[src/rtl/cmd_link_pkg.sv]
package cmd_link_pkg;

  typedef enum logic [1:0] {
    RX_IDLE = 2'd0,
    RX_MARK = 2'd1,
    RX_BODY = 2'd2
  } rx_state_e;

endpackage

[src/rtl/cmd_link_tx.sv]
module cmd_link_tx #(
  parameter int CODE_W = 5,
  parameter int TAG_W  = 5,
  parameter int ADDR_W = 8,
  parameter int LEN_W  = 3
) (
  input  logic              clk,
  input  logic              rst_n,
  input  logic              in_valid,
  output logic              in_ready,
  input  logic              in_ext,
  input  logic [CODE_W-1:0] in_code,
  input  logic [TAG_W-1:0]  in_tag,
  input  logic [ADDR_W-1:0] in_addr,
  input  logic [LEN_W-1:0]  in_len,
  output logic              tx_line
);

  localparam int FMAX = 2 + CODE_W + TAG_W + ADDR_W + LEN_W;
  localparam int FBAS = 2 + CODE_W + TAG_W;
  localparam int CW   = $clog2(FMAX + 1);
  localparam logic [CW-1:0] LAST_EXT = CW'(FMAX - 1);
  localparam logic [CW-1:0] LAST_BAS = CW'(FBAS - 1);

  logic [FMAX-1:0] sreg;
  logic [FMAX-1:0] frame;
  logic [CW-1:0]   cnt;
  logic            busy;

  // frame is left aligned; a basic frame simply leaves the tail unused
  always_comb begin
    if (in_ext) frame = {2'b01, in_code, in_tag, in_addr, in_len};
    else        frame = {2'b01, in_code, in_tag, {(ADDR_W + LEN_W){1'b0}}};
  end

  always_ff @(posedge clk or negedge rst_n) begin
    if (!rst_n) begin
      busy <= 1'b0;
      sreg <= '0;
      cnt  <= '0;
    end else if (!busy) begin
      if (in_valid) begin
        busy <= 1'b1;
        sreg <= frame;
        cnt  <= in_ext ? LAST_EXT : LAST_BAS;
      end
    end else begin
      sreg <= {sreg[FMAX-2:0], 1'b0};
      if (cnt == '0) busy <= 1'b0;
      else           cnt  <= cnt - CW'(1);
    end
  end

  assign in_ready = !busy;
  assign tx_line  = busy ? sreg[FMAX-1] : 1'b1;

endmodule

[src/rtl/cmd_link_rx.sv]
module cmd_link_rx
  import cmd_link_pkg::*;
#(
  parameter int CODE_W = 5,
  parameter int TAG_W  = 5,
  parameter int ADDR_W = 8,
  parameter int LEN_W  = 3
) (
  input  logic              clk,
  input  logic              rst_n,
  input  logic              rx_line,
  input  logic              rx_ext,
  output logic              rx_valid,
  output logic [CODE_W-1:0] rx_code,
  output logic [TAG_W-1:0]  rx_tag,
  output logic [ADDR_W-1:0] rx_addr,
  output logic [LEN_W-1:0]  rx_len,
  output logic              rx_frame_err
);

  localparam int PMAX = CODE_W + TAG_W + ADDR_W + LEN_W;
  localparam int PBAS = CODE_W + TAG_W;
  localparam int CW   = $clog2(PMAX + 1);

  rx_state_e       state;
  logic            ext_q;
  logic [CW-1:0]   cnt;
  logic [PMAX-2:0] sreg;
  logic [PMAX-1:0] nxt;

  assign nxt = {sreg, rx_line};

  always_ff @(posedge clk or negedge rst_n) begin
    if (!rst_n) begin
      state        <= RX_IDLE;
      ext_q        <= 1'b0;
      cnt          <= '0;
      sreg         <= '0;
      rx_valid     <= 1'b0;
      rx_frame_err <= 1'b0;
      rx_code      <= '0;
      rx_tag       <= '0;
      rx_addr      <= '0;
      rx_len       <= '0;
    end else begin
      rx_valid     <= 1'b0;
      rx_frame_err <= 1'b0;
      case (state)
        RX_IDLE: begin
          if (!rx_line) begin
            state <= RX_MARK;
            ext_q <= rx_ext;
          end
        end
        RX_MARK: begin
          if (rx_line) begin
            state <= RX_BODY;
            sreg  <= '0;
            cnt   <= ext_q ? CW'(PMAX - 1) : CW'(PBAS - 1);
          end else begin
            state        <= RX_IDLE;
            rx_frame_err <= 1'b1;
          end
        end
        RX_BODY: begin
          sreg <= nxt[PMAX-2:0];
          if (cnt == '0) begin
            state    <= RX_IDLE;
            rx_valid <= 1'b1;
            if (ext_q) begin
              rx_code <= nxt[PMAX-1 -: CODE_W];
              rx_tag  <= nxt[PMAX-CODE_W-1 -: TAG_W];
              rx_addr <= nxt[ADDR_W+LEN_W-1 -: ADDR_W];
              rx_len  <= nxt[LEN_W-1:0];
            end else begin
              rx_code <= nxt[PBAS-1 -: CODE_W];
              rx_tag  <= nxt[TAG_W-1:0];
              rx_addr <= '0;
              rx_len  <= '0;
            end
          end else begin
            cnt <= cnt - CW'(1);
          end
        end
        default: state <= RX_IDLE;
      endcase
    end
  end

endmodule

[src/rtl/cmd_link.sv]
module cmd_link #(
  parameter int CODE_W = 5,
  parameter int TAG_W  = 5,
  parameter int ADDR_W = 8,
  parameter int LEN_W  = 3
) (
  input  logic              clk,
  input  logic              rst_n,
  input  logic              in_valid,
  output logic              in_ready,
  input  logic              in_ext,
  input  logic [CODE_W-1:0] in_code,
  input  logic [TAG_W-1:0]  in_tag,
  input  logic [ADDR_W-1:0] in_addr,
  input  logic [LEN_W-1:0]  in_len,
  output logic              tx_line,
  input  logic              rx_line,
  input  logic              rx_ext,
  output logic              rx_valid,
  output logic [CODE_W-1:0] rx_code,
  output logic [TAG_W-1:0]  rx_tag,
  output logic [ADDR_W-1:0] rx_addr,
  output logic [LEN_W-1:0]  rx_len,
  output logic              rx_frame_err
);

  cmd_link_tx #(
    .CODE_W(CODE_W), .TAG_W(TAG_W), .ADDR_W(ADDR_W), .LEN_W(LEN_W)
  ) u_tx (
    .clk     (clk),
    .rst_n   (rst_n),
    .in_valid(in_valid),
    .in_ready(in_ready),
    .in_ext  (in_ext),
    .in_code (in_code),
    .in_tag  (in_tag),
    .in_addr (in_addr),
    .in_len  (in_len),
    .tx_line (tx_line)
  );

  cmd_link_rx #(
    .CODE_W(CODE_W), .TAG_W(TAG_W), .ADDR_W(ADDR_W), .LEN_W(LEN_W)
  ) u_rx (
    .clk         (clk),
    .rst_n       (rst_n),
    .rx_line     (rx_line),
    .rx_ext      (rx_ext),
    .rx_valid    (rx_valid),
    .rx_code     (rx_code),
    .rx_tag      (rx_tag),
    .rx_addr     (rx_addr),
    .rx_len      (rx_len),
    .rx_frame_err(rx_frame_err)
  );

endmodule

[config.mk]
export PLATFORM = sky130hd
export DESIGN_NAME = cmd_link
export DESIGN_NICKNAME = d
export VERILOG_FILES = /design/src/rtl/cmd_link_pkg.sv /design/src/rtl/cmd_link_tx.sv /design/src/rtl/cmd_link_rx.sv /design/src/rtl/cmd_link.sv
export SDC_FILE = /design/constraint.sdc
export NUM_CORES = 1
export LEC_CHECK = 0
export ABC_AREA = 1
export BUFFER_PORTS_ARGS = -buffer_cell sky130_fd_sc_hd__buf_2
export CORE_ASPECT_RATIO = 0.6
export CORE_MARGIN = 3
export CORE_UTILIZATION = 56
export DETAILED_ROUTE_END_ITERATION = 10
export PLACE_DENSITY = 0.83
export SKIP_LAST_GASP = 1
export SLEW_MARGIN = 20
export SYNTH_ARGS = -nofsm -noshare
export SYNTH_HDL_FRONTEND = slang
export SYNTH_SLANG_ARGS = --single-unit
[constraint.sdc]
create_clock -name clk -period 1.8 [get_ports clk]
set_input_delay 0.09 -clock clk [delete_from_list [all_inputs] [get_ports clk]]
set_output_delay 0.09 -clock clk [all_outputs]
set_load 0.05 [all_outputs]
-- After elaboration in Yosys (flattened, before gate mapping)
Cells that the tools add are included.
- flip-flop bits (word level): 80
- output and inout port bits: 25
- mux-type cells: 29
- eq/ne operators: 7
- reduce and logical (&&, ||, !) cells: 12
- bitwise gates (word level): 1
- add/subtract/negate cells: 2
- operator list (kind ; number):
    $mux W23 ; 2
    $mux W5 ; 9
    $pmux W20 S2 ; 1
    $mux W20 ; 1
    $mux W11 ; 1
    $logic_not A5 Y1 ; 2
    $pmux W5 S2 ; 1
    $reduce_and A2 Y1 ; 5
    $sub A5 B1 Y5 const B ; 2
    $mux W1 ; 8
    $mux W8 ; 1
    $ne A2 B2 Y1 const B ; 4
    $mux W2 ; 3
    $pmux W2 S3 ; 1
    $reduce_bool A2 Y1 ; 2
    $mux W3 ; 1
    $reduce_and A3 Y1 ; 1
    $eq A2 B1 Y1 const B ; 1
    $eq A2 B2 Y1 const B ; 1
    $logic_not A2 Y1 ; 1
    $ne A2 B1 Y1 const B ; 1
    $logic_not A1 Y1 ; 1
    $not A1 Y1 ; 1

-- Logic depth before layout (Yosys ltp)
- depth in word-level cells: 3
- gate-level depth with buffers: 9
- depth with buffers taken out: 9

-- By module
Synthesis repeated with hierarchy kept, for this count alone.
- cell total of the unflattened synthesis: 388
- area, all modules: 3529.6 um^2
- by module, submodules not included (module ; instances ; area each (um^2) ; seq. area each (um^2) ; cells each):
    cmd_link_rx ; 1 ; 2160.8 ; 1276.2 ; 237
    cmd_link_tx ; 1 ; 1368.8 ; 725.7 ; 151

-- Least setup slack after synthesis
No wires, ideal clock.
- kind: reg-to-reg
- from: register u_rx.cnt[0]
- to: register u_rx.rx_len[1]
- cell stages (with the launch flop): 9
- arrival time: 1225 ps
- clock period less this slack: 1350 ps
- slack: 450 ps
- path through: dfrtp_1 > inv_1 > ha_1 > nand3_2 > nor2_4 > inv_2 > buf_6 > nand2_2 > o31ai_1
- cells in the longest elaborated chain, start to end: 2
- ends and longest elaborated chain (item ; line ; source):
    from (decl) ; cmd_link_rx.sv:27 ; logic [CW-1:0] cnt;
    from (signal assigned) ; cmd_link_rx.sv:59 ; cnt <= ext_q ? CW'(PMAX - 1) : CW'(PBAS - 1);
    from (signal assigned) ; cmd_link_rx.sv:82 ; cnt <= cnt - CW'(1);
    $logic_not A5 Y1 ; cmd_link_rx.sv:67 ; if (cnt == '0) begin
    $reduce_and A2 Y1 (no line) ; - ;
    to (signal assigned) ; cmd_link_rx.sv:74 ; rx_len <= nxt[LEN_W-1:0];
    to (decl) ; cmd_link_rx.sv:17 ; output logic [LEN_W-1:0] rx_len,
No other way between the ends.
A chain may end at the register's enable or synchronous reset.

-- Worst setup path in the final report
- from: register u_tx.cnt[0]
- to: register u_tx.cnt[0]
- cells in the longest elaborated chain, start to end: 3
- elaborated cells on any way between the ends: 6
- ends and longest elaborated chain (item ; line ; source):
    from (decl) ; cmd_link_tx.sv:27 ; logic [CW-1:0] cnt;
    from (signal assigned) ; cmd_link_tx.sv:45 ; cnt <= in_ext ? LAST_EXT : LAST_BAS;
    from (signal assigned) ; cmd_link_tx.sv:50 ; else cnt <= cnt - CW'(1);
    $sub A5 B1 Y5 or $logic_not A5 Y1 (tied branches) ; cmd_link_tx.sv:50, cmd_link_tx.sv:49 ;
    $mux W5 or $ne A2 B2 Y1 (tied branches) ; - ;
    $mux W5 or $reduce_and A2 Y1 (tied branches) ; - ;
Parallel ways exist; a longest one is shown, timed or not. The select of a mux whose other input is x is not followed.

==> metrics.md <==
| Metric | Value |
|---|---|
| Crit end category | `register` |
| Remaining routing DRC violations | `0` |
| Final cycle utilization of the critical path | `88.3%` |
| Routability congestion estimate from global placement | `0.824` |
| Ratio of routed vias to standard cells | `5.34` |
| Crit path kind | `register to register` |
| Compound-Gate Fraction of Synth Area | `12.1%` |
| Effective utilization at floorplan | `60.2%` |
| FF+latch area | `2000 µm²` |
| Overall via count from detail_route | `2,899` |
| Required time of the critical path | `2.07 ns` |
| Setup_tns | `0 ns` |
| Adder and majority cell fraction of the synthesized area | `0.719%` |
| Final setup viols | `0` |
| Unrepaired setup endpoints after global routing | `false` |
| Xor/xnor cell area share of the yosys netlist | `0%` |
| CTS buffer count | `9` |
| Net count of the finished layout | `487` |
| Maximum number of pins on one net before global-route repair | `55` |
| Count of mapped cells out of synthesis | `383` |
| Area share of and/or/nand/nor cells after synthesis | `21.0%` |
| Routed WL | `7690 µm` |
| Utilization after layout | `73.5%` |
| Clock network latency to the later pin of the worst-skew pair | `0.35 ns` |
| Clock-pin slew on the worst setup and hold paths | `0.08 ns` |
| Dominant register cell in the synthesized netlist | `sky130_fd_sc_hd__dfrtp_1` |
| Maximum fanout along the worst path | `4` |
| Data arrival, critical path | `1.86 ns` |
| Worst ir drop on vdd | `0.884 mV` |
| Multiplexer fraction of the synthesized cell area | `0%` |
| Core area | `5780 µm²` |
| Hold Vio Cnt, Final | `0` |
| Synthesis-stage register bit count | `80` |
| Count of synthesis-stage warnings from yosys | `0` |
| Initial antenna violation count | `0` |
| Wire length of the first global-routing pass | `13,500 µm` |
| Result of the run | `finished, final reports clean` |
| Unique cell type count in the Yosys netlist | `24` |
| Half-perimeter wire length after placement | `4870 µm` |
| Rows | `21` |
| Pin slew with the least headroom to its limit | `0.455 ns` |
| Reg-to-reg setup timing slack | `0.21 ns` |
| Total nets after synthesis | `412` |
| Fraction of the yosys area taken by sequential cells | `57.5%` |
| Top-area cell type share of the netlist area | `57.5%` |
| Clock sink total | `80` |
| Die Wd | `108 µm` |
| Clock tree from TritonCTS | `built` |
| Num ports | `52` |
| Total power per unit cell area | `1830 nW/µm²` |
| Final ANT Viol Nets | `0` |
| Async set-or-reset flop fraction in the synthesized netlist | `100%` |
| Cell type with the largest total area after synthesis | `sky130_fd_sc_hd__dfrtp_1` |
| Full die area | `7230 µm²` |
| Minimum clock period | `1.59 ns` |
| Number of optimization iterations in the first detailed-route pass | `4` |
| Share of cells above drive strength 1 | `19.0%` |
| Area occupied by multi-input gates | `1180 µm²` |
| Number of synthesized flops with an enable pin | `0` |
| Maximum clock rate | `629 MHz` |
| Max Transition Viols Final | `0` |
| Dominant combinational cell family by area after synthesis | `simple AND/OR/NAND/NOR gates` |
| Fill cell instance count of the final layout | `436` |
| H-tree level count | `3` |
| Root buffer cell | `sky130_fd_sc_hd__clkbuf_8` |
| Area growth from synthesis to layout | `22.1%` |
| Static leakage power | `2.18 nW` |
| Vertical die dimension | `67.1 µm` |
| Per-cell routed wire length | `14.2 µm` |
| Post-Syn Area | `3480 µm²` |
| Setup skew after layout | `0.00506 ns` |
| Worst setup SP type | `register` |
| Reported max-cap violation count | `0` |
| Bufs on Longest Clock Path | `2` |
| Min-Delay Path Class | `input pin to register` |
| Final antenna diode count | `0` |
| Number of global-route vias before repair | `2,875` |
| Top cells by area in the synthesized netlist | `sky130_fd_sc_hd__dfrtp_1 58%, sky130_fd_sc_hd__nand2_1 11%, sky130_fd_sc_hd__o22ai_1 5.0%` |
| Synthesized area per cell | `9.09 µm²` |
| Iteration-0 DRC count of the detailed router | `194` |
| Remaining Overflow, GRT | `0` |
| Total of buffers placed on input and output ports | `51` |
| Relative slew slack | `69.3%` |
| Gr usage total | `24.3%` |
==> stage by stage <==
| step | power, mW | instances | hold slack, ns | instance area (µm²) | setup slack [ns] |
|---|---|---|---|---|---|
| after detailed placement | 6.25 | 503 | 0.0256 | 3790 | 0.259 |
| after global routing | 8.35 | 543 | 0.116 | 4250 | 0.0586 |
| final | 7.77 | 543 | 0.0936 | 4250 | 0.210 |
| after global placement | 6.13 | 503 | 0.0301 | 3790 | 0.374 |
| after CTS | 7.76 | 543 | 0.0823 | 4250 | 0.220 |
| after floorplan | 5.47 | 383 | -0.206 | 3480 | 0.450 |
==> synth_stat cells, types with 2 or more instances <==
cell,instances
sky130_fd_sc_hd__nand3_1,30
sky130_fd_sc_hd__inv_1,40
sky130_fd_sc_hd__dfrtp_1,80
sky130_fd_sc_hd__a22oi_1,9
sky130_fd_sc_hd__nor2_4,3
sky130_fd_sc_hd__o211ai_1,11
sky130_fd_sc_hd__buf_2,5
sky130_fd_sc_hd__nand2_2,3
sky130_fd_sc_hd__clkbuf_1,7
sky130_fd_sc_hd__inv_2,4
sky130_fd_sc_hd__nor2_1,23
sky130_fd_sc_hd__o22ai_1,28
sky130_fd_sc_hd__o31ai_1,2
sky130_fd_sc_hd__nand2_1,98
sky130_fd_sc_hd__buf_4,3
sky130_fd_sc_hd__o21ai_0,15
sky130_fd_sc_hd__ha_1,2
sky130_fd_sc_hd__buf_6,5
sky130_fd_sc_hd__nor3_1,10
==> timing repair <==
action / in CTS / in global routing
endpoints found under the hold margin: 49 / 0
setup buffers: 0 / 0
endpoints found under the setup margin: 0 / 0
hold buffers: 24 / 0
resized for setup: 0 / 0
==> area by class of cell <==
cell class | instances | share of cell area (%)
Clock inverter | 5 | 1.88
Timing Repair Buffer | 84 | 13.6
Clock buffer | 11 | 3.33
Inverter | 45 | 4.03
Tap cell | 80 | 2.36
Sequential cell | 80 | 47.1
Multi-Input combinational cell | 238 | 27.7
==> where the power goes <==
group / total [mW] / internal (mW) / switching, mW
combinational: 3.39 / 1.00 / 2.39
clock: 1.45 / 0.817 / 0.637
sequential: 2.92 / 2.49 / 0.435
==> registers in the layout (all words and copies together), names as in the netlist <==
signal and count:
u_rx.cnt 5, u_rx.ext_q 1, u_rx.rx_addr 8, u_rx.rx_code 5, u_rx.rx_frame_err 1, u_rx.rx_len 3
u_rx.rx_tag 5, u_rx.rx_valid 1, u_rx.sreg 20, u_rx.state 2, u_tx.busy 1, u_tx.cnt 5
u_tx.sreg 23
==> critical path, cell delays in order (launching register included) <==
cell and delay (ns):
sky130_fd_sc_hd__dfrtp_1 0.39, sky130_fd_sc_hd__inv_1 0.12, sky130_fd_sc_hd__ha_1 0.23, sky130_fd_sc_hd__nand3_1 0.13, sky130_fd_sc_hd__o21ai_0 0.40, sky130_fd_sc_hd__nand2_1 0.14
sky130_fd_sc_hd__o21ai_0 0.10
==> layout by cell type (no fill, tap or decap), drive strengths merged <==
| cell type | n |
|---|---|
| o211ai | 11 |
| nand3 | 31 |
| o22ai | 28 |
| inv | 45 |
| nand3b | 1 |
| dlygate4sd3 | 24 |
| o21ai | 15 |
| nor3 | 10 |
| bufinv | 2 |
| buf | 60 |
| or2 | 1 |
| o31ai | 2 |
| a22oi | 9 |
| a21oi | 1 |
| nand2 | 101 |
| ha | 2 |
| nor2 | 26 |
| clkinvlp | 2 |
| clkbuf | 11 |
| clkinv | 1 |
| dfrtp | 80 |
==> per-layer routing <==
metal / wire length, µm / vias up / share of wire (%) / GRT usage, %
met1: 3700 / 1377 / 48 / 33.0
li1: - / 1420 / - / -
met4: 108 / 0 / 1.4 / 6.61
met2: 3440 / 88 / 45 / 38.9
met5: 0 / - / 0 / 0
met3: 446 / 14 / 5.8 / 6.39
==> final timing paths <==
check	start	cells after the start	endpoint
setup / recovery	u_tx.cnt[0]	6	u_tx.cnt[0]
min in group asynchronous	rst_n	2	u_tx.sreg[3]
hold reg to reg	u_rx.rx_addr[4]	2	u_rx.rx_addr[4]
max in group asynchronous	rst_n	3	u_rx.state[0]
setup reg to reg	u_tx.cnt[0]	6	u_tx.cnt[0]
hold / removal	in_valid	3	u_tx.sreg[7]
==> kinds of logic (layout without fill, tap and decap cells) <==
group                      Yosys count  count (layout)
and+or+nand+nor                    170             170
DFF                                 80              80
AOI/OAI and AO/OA                   66              66
buffers and inverters               65             145
adders and majority gates            2               2
(Power assumes the default switching activity.)
